**src/rtl/adcs_pkg.sv**
```systemverilog
package adcs_pkg;

    typedef enum logic [1:0] {
        ST_IDLE,
        ST_CONVERT,
        ST_SHIFT,
        ST_GAP
    } adcs_state_e;

endpackage

```
**src/rtl/adcs_sclk_gen.sv**
```systemverilog
module adcs_sclk_gen #(
    parameter int DIV_W = 8,
    parameter int CNT_W = 5
) (
    input  logic             clk,
    input  logic             rst_n,
    input  logic             en,
    input  logic [DIV_W-1:0] half,
    output logic             sclk,
    output logic             rise_tick,
    output logic             fall_tick,
    output logic [CNT_W-1:0] rises
);

    logic [DIV_W-1:0] cnt_q;
    logic [DIV_W-1:0] last;
    logic             hit;

    // a half period of zero behaves as one
    assign last      = (half == '0) ? '0 : half - 1'b1;
    assign hit       = en && (cnt_q == last);
    assign rise_tick = hit && !sclk;
    assign fall_tick = hit && sclk;

    always_ff @(posedge clk or negedge rst_n) begin
        if (!rst_n) begin
            cnt_q <= '0;
            sclk  <= 1'b0;
            rises <= '0;
        end else if (!en) begin
            cnt_q <= '0;
            sclk  <= 1'b0;
            rises <= '0;
        end else if (hit) begin
            cnt_q <= '0;
            sclk  <= ~sclk;
            if (!sclk) begin
                rises <= rises + 1'b1;
            end
        end else begin
            cnt_q <= cnt_q + 1'b1;
        end
    end

endmodule

```
**src/rtl/adcs_deser.sv**
```systemverilog
module adcs_deser #(
    parameter int DATA_W     = 12,
    parameter int LEAD_ZEROS = 3,
    parameter int CNT_W      = 5
) (
    input  logic              clk,
    input  logic              rst_n,
    input  logic              sample,
    input  logic [CNT_W-1:0]  idx,
    input  logic              single,
    input  logic              lane_a,
    input  logic              lane_b,
    output logic [DATA_W-1:0] word1,
    output logic [DATA_W-1:0] word2
);

    // rise index windows holding the first and second result words
    localparam logic [CNT_W-1:0] W1_LO = CNT_W'(LEAD_ZEROS + 2);
    localparam logic [CNT_W-1:0] W1_HI = CNT_W'(LEAD_ZEROS + 1 + DATA_W);
    localparam logic [CNT_W-1:0] W2_LO = CNT_W'(LEAD_ZEROS + 2 + DATA_W);
    localparam logic [CNT_W-1:0] W2_HI = CNT_W'(LEAD_ZEROS + 1 + 2 * DATA_W);

    logic              in_first;
    logic              in_second;
    logic [1:0]        shift_en;
    logic [1:0]        bit_in;
    logic [DATA_W-1:0] word_q [2];

    assign in_first  = (idx >= W1_LO) && (idx <= W1_HI);
    assign in_second = (idx >= W2_LO) && (idx <= W2_HI);

    assign shift_en[0] = sample && in_first;
    assign bit_in[0]   = lane_a;
    assign shift_en[1] = sample && (single ? in_second : in_first);
    assign bit_in[1]   = single ? lane_a : lane_b;

    for (genvar c = 0; c < 2; c++) begin : g_chan
        always_ff @(posedge clk or negedge rst_n) begin
            if (!rst_n) begin
                word_q[c] <= '0;
            end else if (shift_en[c]) begin
                word_q[c] <= {word_q[c][DATA_W-2:0], bit_in[c]};
            end
        end
    end

    assign word1 = word_q[0];
    assign word2 = word_q[1];

endmodule

```
**src/rtl/adcs_capture_ctrl.sv**
```systemverilog
module adcs_capture_ctrl
    import adcs_pkg::*;
#(
    parameter int DATA_W     = 12,
    parameter int LEAD_ZEROS = 3,
    parameter int DIV_W      = 8,
    parameter int IDLE_W     = 8
) (
    input  logic              clk,
    input  logic              rst_n,
    input  logic              start_i,
    input  logic              single_i,
    input  logic              cont_i,
    input  logic [DIV_W-1:0]  div_half_i,
    input  logic [IDLE_W-1:0] conv_idle_i,
    output logic              cnv_o,
    output logic              sclk_o,
    input  logic              sdo_a_i,
    input  logic              sdo_b_i,
    output logic [DATA_W-1:0] ch1_o,
    output logic [DATA_W-1:0] ch2_o,
    output logic              valid_o
);

    localparam int DUAL_LEN_I   = LEAD_ZEROS + DATA_W + 1;
    localparam int SINGLE_LEN_I = LEAD_ZEROS + 2 * DATA_W + 1;
    localparam int CNT_W        = $clog2(SINGLE_LEN_I + 1);

    localparam logic [CNT_W-1:0] DUAL_LEN   = CNT_W'(DUAL_LEN_I);
    localparam logic [CNT_W-1:0] SINGLE_LEN = CNT_W'(SINGLE_LEN_I);
    // falling edge that ends the last data bit of a two-lane frame
    localparam logic [CNT_W-1:0] RAISE_AT   = CNT_W'(LEAD_ZEROS + DATA_W);

    adcs_state_e       state_q;
    adcs_state_e       state_d;
    logic              start_d_q;
    logic              single_q;
    logic              cont_q;
    logic [DIV_W-1:0]  half_q;
    logic [IDLE_W-1:0] idle_q;
    logic [IDLE_W-1:0] idle_cnt_q;

    logic              shifting;
    logic              rise_tick;
    logic              fall_tick;
    logic [CNT_W-1:0]  rises;
    logic [CNT_W-1:0]  frame_len;
    logic [DATA_W-1:0] word1;
    logic [DATA_W-1:0] word2;
    logic              launch;
    logic              frame_end;

    assign shifting  = (state_q == ST_SHIFT);
    assign frame_len = single_q ? SINGLE_LEN : DUAL_LEN;
    assign frame_end = fall_tick && (rises == frame_len);

    // one-shot needs a fresh edge on start, continuous follows its level
    assign launch = ((state_q == ST_IDLE) && start_i && (cont_i || !start_d_q)) ||
                    ((state_q == ST_GAP)  && start_i && cont_q);

    adcs_sclk_gen #(
        .DIV_W (DIV_W),
        .CNT_W (CNT_W)
    ) u_sclk (
        .clk       (clk),
        .rst_n     (rst_n),
        .en        (shifting),
        .half      (half_q),
        .sclk      (sclk_o),
        .rise_tick (rise_tick),
        .fall_tick (fall_tick),
        .rises     (rises)
    );

    adcs_deser #(
        .DATA_W     (DATA_W),
        .LEAD_ZEROS (LEAD_ZEROS),
        .CNT_W      (CNT_W)
    ) u_deser (
        .clk    (clk),
        .rst_n  (rst_n),
        .sample (rise_tick),
        .idx    (rises + 1'b1),
        .single (single_q),
        .lane_a (sdo_a_i),
        .lane_b (sdo_b_i),
        .word1  (word1),
        .word2  (word2)
    );

    // next-state logic
    always_comb begin
        state_d = state_q;
        unique case (state_q)
            ST_IDLE:    if (launch) state_d = ST_CONVERT;
            ST_CONVERT: if (idle_cnt_q == idle_q) state_d = ST_SHIFT;
            ST_SHIFT:   if (frame_end) state_d = ST_GAP;
            ST_GAP:     state_d = launch ? ST_CONVERT : ST_IDLE;
            default:    state_d = ST_IDLE;
        endcase
    end

    // state register
    always_ff @(posedge clk or negedge rst_n) begin
        if (!rst_n) begin
            state_q   <= ST_IDLE;
            start_d_q <= 1'b0;
        end else begin
            state_q   <= state_d;
            start_d_q <= start_i;
        end
    end

    // frame configuration, taken as the strobe falls
    always_ff @(posedge clk or negedge rst_n) begin
        if (!rst_n) begin
            single_q   <= 1'b0;
            cont_q     <= 1'b0;
            half_q     <= '0;
            idle_q     <= '0;
            idle_cnt_q <= '0;
        end else if ((state_d == ST_CONVERT) && (state_q != ST_CONVERT)) begin
            single_q   <= single_i;
            cont_q     <= cont_i;
            half_q     <= div_half_i;
            idle_q     <= conv_idle_i;
            idle_cnt_q <= '0;
        end else if (state_q == ST_CONVERT) begin
            idle_cnt_q <= idle_cnt_q + 1'b1;
        end
    end

    // registered outputs
    always_ff @(posedge clk or negedge rst_n) begin
        if (!rst_n) begin
            cnv_o   <= 1'b1;
            valid_o <= 1'b0;
            ch1_o   <= '0;
            ch2_o   <= '0;
        end else begin
            unique case (state_d)
                ST_IDLE, ST_GAP: cnv_o <= 1'b1;
                ST_CONVERT:      cnv_o <= 1'b0;
                ST_SHIFT: begin
                    if (cont_q && fall_tick && (rises == RAISE_AT)) begin
                        cnv_o <= 1'b1;
                    end
                end
                default:         cnv_o <= 1'b1;
            endcase
            valid_o <= shifting && (state_d == ST_GAP);
            if (shifting && (state_d == ST_GAP)) begin
                ch1_o <= word1;
                ch2_o <= word2;
            end
        end
    end

endmodule

```
**config.mk**
```make
export PLATFORM = sky130hd
export DESIGN_NAME = adcs_capture_ctrl
export DESIGN_NICKNAME = d
export VERILOG_FILES = /design/src/rtl/adcs_pkg.sv /design/src/rtl/adcs_sclk_gen.sv /design/src/rtl/adcs_deser.sv /design/src/rtl/adcs_capture_ctrl.sv
export SDC_FILE = /design/constraint.sdc
export NUM_CORES = 1
export LEC_CHECK = 0
export BUFFER_PORTS_ARGS = -buffer_cell sky130_fd_sc_hd__buf_2
export CAP_MARGIN = 20
export CORE_MARGIN = 2
export CORE_UTILIZATION = 30
export CTS_CLUSTER_SIZE = 40
export DETAILED_ROUTE_END_ITERATION = 12
export PLACE_DENSITY_LB_ADDON = 0.15
export REMOVE_ABC_BUFFERS = 1
export SLEW_MARGIN = 20
export SYNTH_ARGS = -nofsm -noshare
export SYNTH_HDL_FRONTEND = slang
export SYNTH_HIERARCHICAL = 1
export SYNTH_SLANG_ARGS = --single-unit
```
**constraint.sdc**
```tcl
create_clock -name clk -period 6.3 [get_ports clk]
set_input_delay 0 -clock clk [delete_from_list [all_inputs] [get_ports clk]]
set_output_delay 0 -clock clk [all_outputs]
set_load 0.05 [all_outputs]
```
==> results.toml, run 1 <==
[status]
status = "completed"

[synth]
synthCells = 357
yosysWarnings = 6
netlist_top_cells_area = "dfrtp_1 50%, mux2_4 11%, mux2_2 4.9%"
synth_edf_count = 0
synth_top_family_by_area = "multiplexers"
synthArstFlopShare = 1.000
synth.distinct_cells = 60
avgSynthCellArea_um2 = 12.82
synth.top_cell.area_share = 0.5030
synth-xor-area-share = 0.04401
synthSimpleGateAreaFrac = 0.1208
synthFlopType = "dfrtp_1"
yosys.area.top_type = "dfrtp_1"
synth_area_um2 = 4577
synth_mux_area_frac = 0.1985
ys_seq_area_frac = 0.5087
synth_compound_area_frac = 0.07764
yosys.area_share.adder = 0.01914
synth_seq_cells = 93

[finish]
drive_gt1_frac = 0.3226
antenna_cells = 0
utilization = 0.3640
areaGrowthSynthToFinish_pct = 19.57
multi_input_area_um2 = 2106
seq_area_um2 = 2328
fin_nets = 459
fill_cells = 1469

[sta]
relSlewSlack = 0.4937
hold-worst-slack_ns = 0.01660
hold_viol = 0
rsz0062_at_grt = "false"
finalSetupTns_ns = 0
period_minus_slack_ns = 3.809
setup-violations-final = 0
fin_skew_ns = 0.01352
drv_slew = 0
fin_ws_ns = 2.491
finalCritPeriodShare = 0.6047
fmax_mhz = 262.5
worst_pin_slew_ns = 0.7525

[min_path]
hp-class = "in2reg"

[routing]
avgRoutedWirePerCell_um = 14.46
firstDrtPassIters = 4
dr_total_vias = 2942
drc = 0
drt_wl_total_um = 8996
drtIter0Drc = 134
vias_per_cell = 4.730
ant_nets = 0

[cts]
ctsResizeCount = 0
cts-root-buf = "clkbuf_16"
cts_sinks = 93
h-tree-depth = 3
cts_tree = "built"
numCtsBuffers = 9
path_clk_slew_ns = 0.07
cts_max_path_buffers = 2
clock_latency_ns = 0.35
cts_setup_buffers = 0

[critical_path]
crit_path_end_kind = "flop"
crit_required_ns = 6.56
arrival_ns = 4.07
cpPeakStageDelay_ns = 0.46
crit_chain = "inv_1 > ha_1 > nor3b_2 > nand2_1 > or3_1 > a32oi_1 > and4_1 > and3_1 > and3_1 > o211a_1 > buf_4 > o211ai_1 > a221oi_1"
crit_path_start_kind = "flop"
worstPathMaxFanout = 28
cp_common_cell = "and3_1"
critPathSlowestCell = "nor3b_2"
crit_type = "reg2reg"
r2r_slack_ns = 2.49

[run]
drv_cap = 0

[grt]
overflow = 0
grt_pass1_vias = 2974
grt_max_degree = 50
grt_pass1_wl_um = 15280
antenna_found_initial = 0
grt_usage = 0.1197

[floorplan]
coreArea_um2 = 15030
die_h_um = 127.5
start_util = 0.3045
rows = 45
dieArea_um2 = 16260
io_pins = 50
chipWidth_um = 127.5

[power_and_ir_drop]
power_leakage_nw = 2.613
p_per_area_nw_per_um2 = 322.6
vdd_drop_max_mv = 0.1389

[place]
post-dp-hpwl_um = 6031
place_ws_ns = 2.480
place_congestion = 0.7408
io_buffers = 49
[state kept, by name, indices dropped and copies added, names as in the netlist]
signal         count
state_q            2
u_sclk/sclk        1
u_sclk/cnt_q       8
single_q           1
valid_o            1
idle_cnt_q         8
ch1_o             12
ch2_o             12
half_q             8
u_sclk/rises       5
cont_q             1
idle_q             8
start_d_q          1
u_deser/word1     12
cnv_o              1
u_deser/word2     12
[metrics by stage]
step | area (µm²) | power, mW | std cells
3_5_place_dp | 4985 | 1.256 | 585
6_report | 5473 | 1.765 | 622
4_1_cts | 5473 | 1.796 | 622
5_1_grt | 5473 | 1.887 | 622
3_3_place_gp | 4985 | 1.255 | 585
2_1_floorplan | 4479 | 1.145 | 345
[critical path, delay by kind of cell, from the launching register on]
kind / cells / cell delay [ns]
AND/OR/NAND/NOR: 6 / 1.61
AO/OA/AOI/OAI: 4 / 0.90
buffers and inverters: 2 / 0.50
flip-flops: 1 / 0.41
adder cells (fa/ha/maj): 1 / 0.29
[kinds of logic after synthesis]
kind of cell | count (synthesis)
compound gates | 46
flops | 93
simple gates | 94
fa+ha+maj | 7
buf+inv | 24
xor+xnor | 23
mux | 70
[placed cells by master (no fill, tap or decap), types with 4 or more instances in the layout]
cell type / n
and3_1: 9
nand4_1: 4
buf_4: 4
and2_1: 5
mux2_4: 33
inv_1: 12
mux2_2: 20
buf_2: 48
or3_1: 6
xor2_1: 12
nand3_1: 6
dfrtp_1: 92
a21oi_1: 8
mux2_1: 14
nor2_1: 18
o21ai_0: 8
clkbuf_16: 9
ha_1: 7
nand2b_1: 5
nand2_1: 15
dlygate4sd3_1: 21
xnor2_1: 11
[where the power goes]
| part | internal (mW) | total [mW] | switching, mW |
|---|---|---|---|
| logic | 0.240 | 0.457 | 0.217 |
| registers | 0.686 | 0.797 | 0.111 |
| clock network | 0.281 | 0.511 | 0.231 |
[metal layers]
metal	global-route usage	vias up	part of all wire
li1	-	1418	-
met1	0.1643	1454	0.50
met2	0.1755	58	0.44
met3	0.03936	12	0.046
met4	0.04590	0	0.017
met5	0	-	0
[cell usage after synthesis (2+ instances only)]
cell,count
mux2_1,14
nor3_1,2
dfrtp_1,92
mux2i_1,3
nand4b_1,2
nor2b_1,2
nor4_1,3
nor2_1,18
o21ai_0,8
nand2_1,15
o21ai_1,3
nand3_1,6
a21oi_1,8
o21ai_2,2
buf_6,6
xor2_1,12
clkbuf_1,2
ha_1,7
and2_1,5
mux2_4,33
or3_1,6
a31o_2,3
nor4_2,2
nand4_1,4
nand2b_1,5
and3_1,9
mux2_2,20
inv_1,12
or4_1,3
a21bo_2,2
or2_2,2
nand3b_1,3
xnor2_1,11
o31ai_1,3
buf_2,3
a221oi_1,2
[layout make-up]
class	count	share of cell area
inverter	12	0.008230
timing repair buffer	73	0.08779
sequential	93	0.4255
tap	188	0.04298
clock buffer	12	0.04504
multi-input combinational	240	0.3848
clock inverter	4	0.005716
[worst paths after layout]
kind	start	end	depth (start not counted)
setup / recovery	half_q[0]	cnv_o	13
hold / removal	sdo_b_i	u_deser/word2[0]	3
setup reg to reg	half_q[0]	cnv_o	13
hold reg to reg	ch2_o[5]	ch2_o[5]	1
max in group asynchronous	rst_n	u_sclk/cnt_q[7]	3
min in group asynchronous	rst_n	ch1_o[5]	2
[repair_timing]
action | 4_1_cts | 5_1_grt
hold buffers | 21 | 0
endpoints found under the hold margin | 63 | 0
endpoints found under the setup margin | 0 | 0
Power figures use the tool's default switching activity.
==> run 2, diff against run 1 <==
- clock period: 6.3 -> 3.5 ns (I/O delays scaled with it)
==> results.toml, run 2 (synthesis gave the netlist of run 1 again) <==
[critical_path]
crit_path_end_kind = "flop"
arrival_ns = 3.56
r2r_cells = 12
worstPathMaxFanout = 16
crit_path_start_kind = "flop"
crit_type = "reg2reg"
crit_required_ns = 3.76

[status]
status = "completed"

[finish]
layout_common_cells = "92 x dfrtp_1, 48 x buf_2, 33 x mux2_4, 22 x dlygate4sd3_1, 20 x mux2_2"
antenna_cells = 0
drive_gt1_frac = 0.3498
areaGrowthSynthToFinish_pct = 22.91
final_common_cell = "dfrtp_1"
design_area_um2 = 5625
fin_nets = 471
stdcell_count = 634
fill_cells = 1455

[sta]
fin_skew_ns = 0.007701
period_minus_slack_ns = 3.298
relSlewSlack = 0.4920
fmax_mhz = 303.2
drv_slew = 0
finalSetupTns_ns = 0
hold_viol = 0
setup-violations-final = 0
finalCritPeriodShare = 0.9424
worst_pin_slew_ns = 0.7619

[place]
post-dp-hpwl_um = 6260
placedInstanceArea_um2 = 5092
io_buffers = 49
place_congestion = 0.7603
place_inst = 596

[power_and_ir_drop]
p_comb_frac = 0.277
pwr-share-clk = 0.291
switching_share = 0.3326
vdd_drop_max_mv = 0.2575
p_sw_mw = 1.103
internal_power_mw = 2.212
p_per_area_nw_per_um2 = 589.3
power_leakage_nw = 2.691
power_frac_seq = 0.432

[cts]
cts-root-buf = "clkbuf_16"
cts_max_path_buffers = 2
numCtsBuffers = 9
cts_sinks = 93
cts_tree = "built"
cts_setup_buffers = 0
h-tree-depth = 3
clock_latency_ns = 0.35
path_clk_slew_ns = 0.07

[min_path]
hp-class = "in2async"

[grt]
grt_usage = 0.1242
grt_pass1_vias = 3134
grt_pass1_wl_um = 15990
grt_max_degree = 82
antenna_found_initial = 0
overflow = 0

[routing]
drc = 0
ant_nets = 0
drt_wl_total_um = 9406
avgRoutedWirePerCell_um = 14.84
drtIter0Drc = 180
dr_total_vias = 3008
vias_per_cell = 4.744
firstDrtPassIters = 6

[floorplan]
dieArea_um2 = 16260
coreArea_um2 = 15030
start_util = 0.3045
rows = 45
io_pins = 50
die_h_um = 127.5
chipWidth_um = 127.5

[run]
drv_cap = 0
## run 2: layout make-up
class | count | area (µm²) | area share
clock buffer | 9 | 225.2 | 0.04004
clock inverter | 7 | 62.56 | 0.01112
inverter | 12 | 45.04 | 0.008007
multi-input combinational | 240 | 2127 | 0.3781
sequential | 93 | 2328 | 0.4139
tap | 188 | 235.2 | 0.04181
timing repair buffer | 85 | 601.8 | 0.1070
## run 2: per-stage QoR
| stage | utilization | setup slack [ns] | total power, mW | hold WS (ns) |
|---|---|---|---|---|
| after floorplan | - | -0.2197 | 2.061 | -0.2956 |
| after global placement | 0.3387 | 0.1905 | 2.314 | 0.1689 |
| after detailed placement | 0.3387 | 0.1417 | 2.331 | 0.1781 |
| after CTS | 0.3725 | 0.09600 | 3.347 | 0.3468 |
| after global routing | 0.3742 | -0.01432 | 3.529 | 0.3479 |
| final | 0.3742 | 0.2016 | 3.315 | 0.2581 |
## run 2: worst max-delay path: stages, from the launching register on
cell      delay, ns
dfrtp_1        0.42
or4_1          0.56
buf_4          0.18
a221o_1        0.32
a31o_2         0.25
o21ai_2        0.10
and4_1         0.25
and3_1         0.19
and3_1         0.17
o211a_4        0.19
buf_12         0.16
o211ai_1       0.13
a221oi_2       0.28
## run 2: routing by layer
layer  global-route usage  part of all wire
met5                    0                 0
met4              0.03555             0.013
met3              0.04271             0.043
met2               0.1875              0.45
met1               0.1696              0.50
## run 2: worst paths after layout
| kind | startpoint | end | slack, ns |
|---|---|---|---|
| hold reg to reg | ch1_o[0] | ch1_o[0] | 0.49 |
| setup / recovery | half_q[0] | cnv_o | 0.20 |
| hold / removal | rst_n | u_deser/word1[6] | 0.26 |
| min in group clk | start_i | start_d_q | 0.36 |
| max in group asynchronous | rst_n | u_sclk/cnt_q[7] | 2.53 |
| setup reg to reg | half_q[0] | cnv_o | 0.20 |
## run 2: power by group through the flow
stage                     clock network, mW  logic, mW  registers (mW)
final                                 0.966      0.917            1.43
after floorplan                           0      0.642            1.42
after global routing                   1.05       1.01            1.47
after detailed placement                  0      0.879            1.45
after global placement                    0      0.863            1.45
after CTS                              1.01      0.905            1.44
## run 2: what timing repair did
| action | 4_1_cts | 5_1_grt |
|---|---|---|
| endpoints found under the setup margin | 0 | 24 |
| endpoints found under the hold margin | 100 | 0 |
| gates resized for setup | 0 | 3 |
| hold buffers | 22 | 0 |
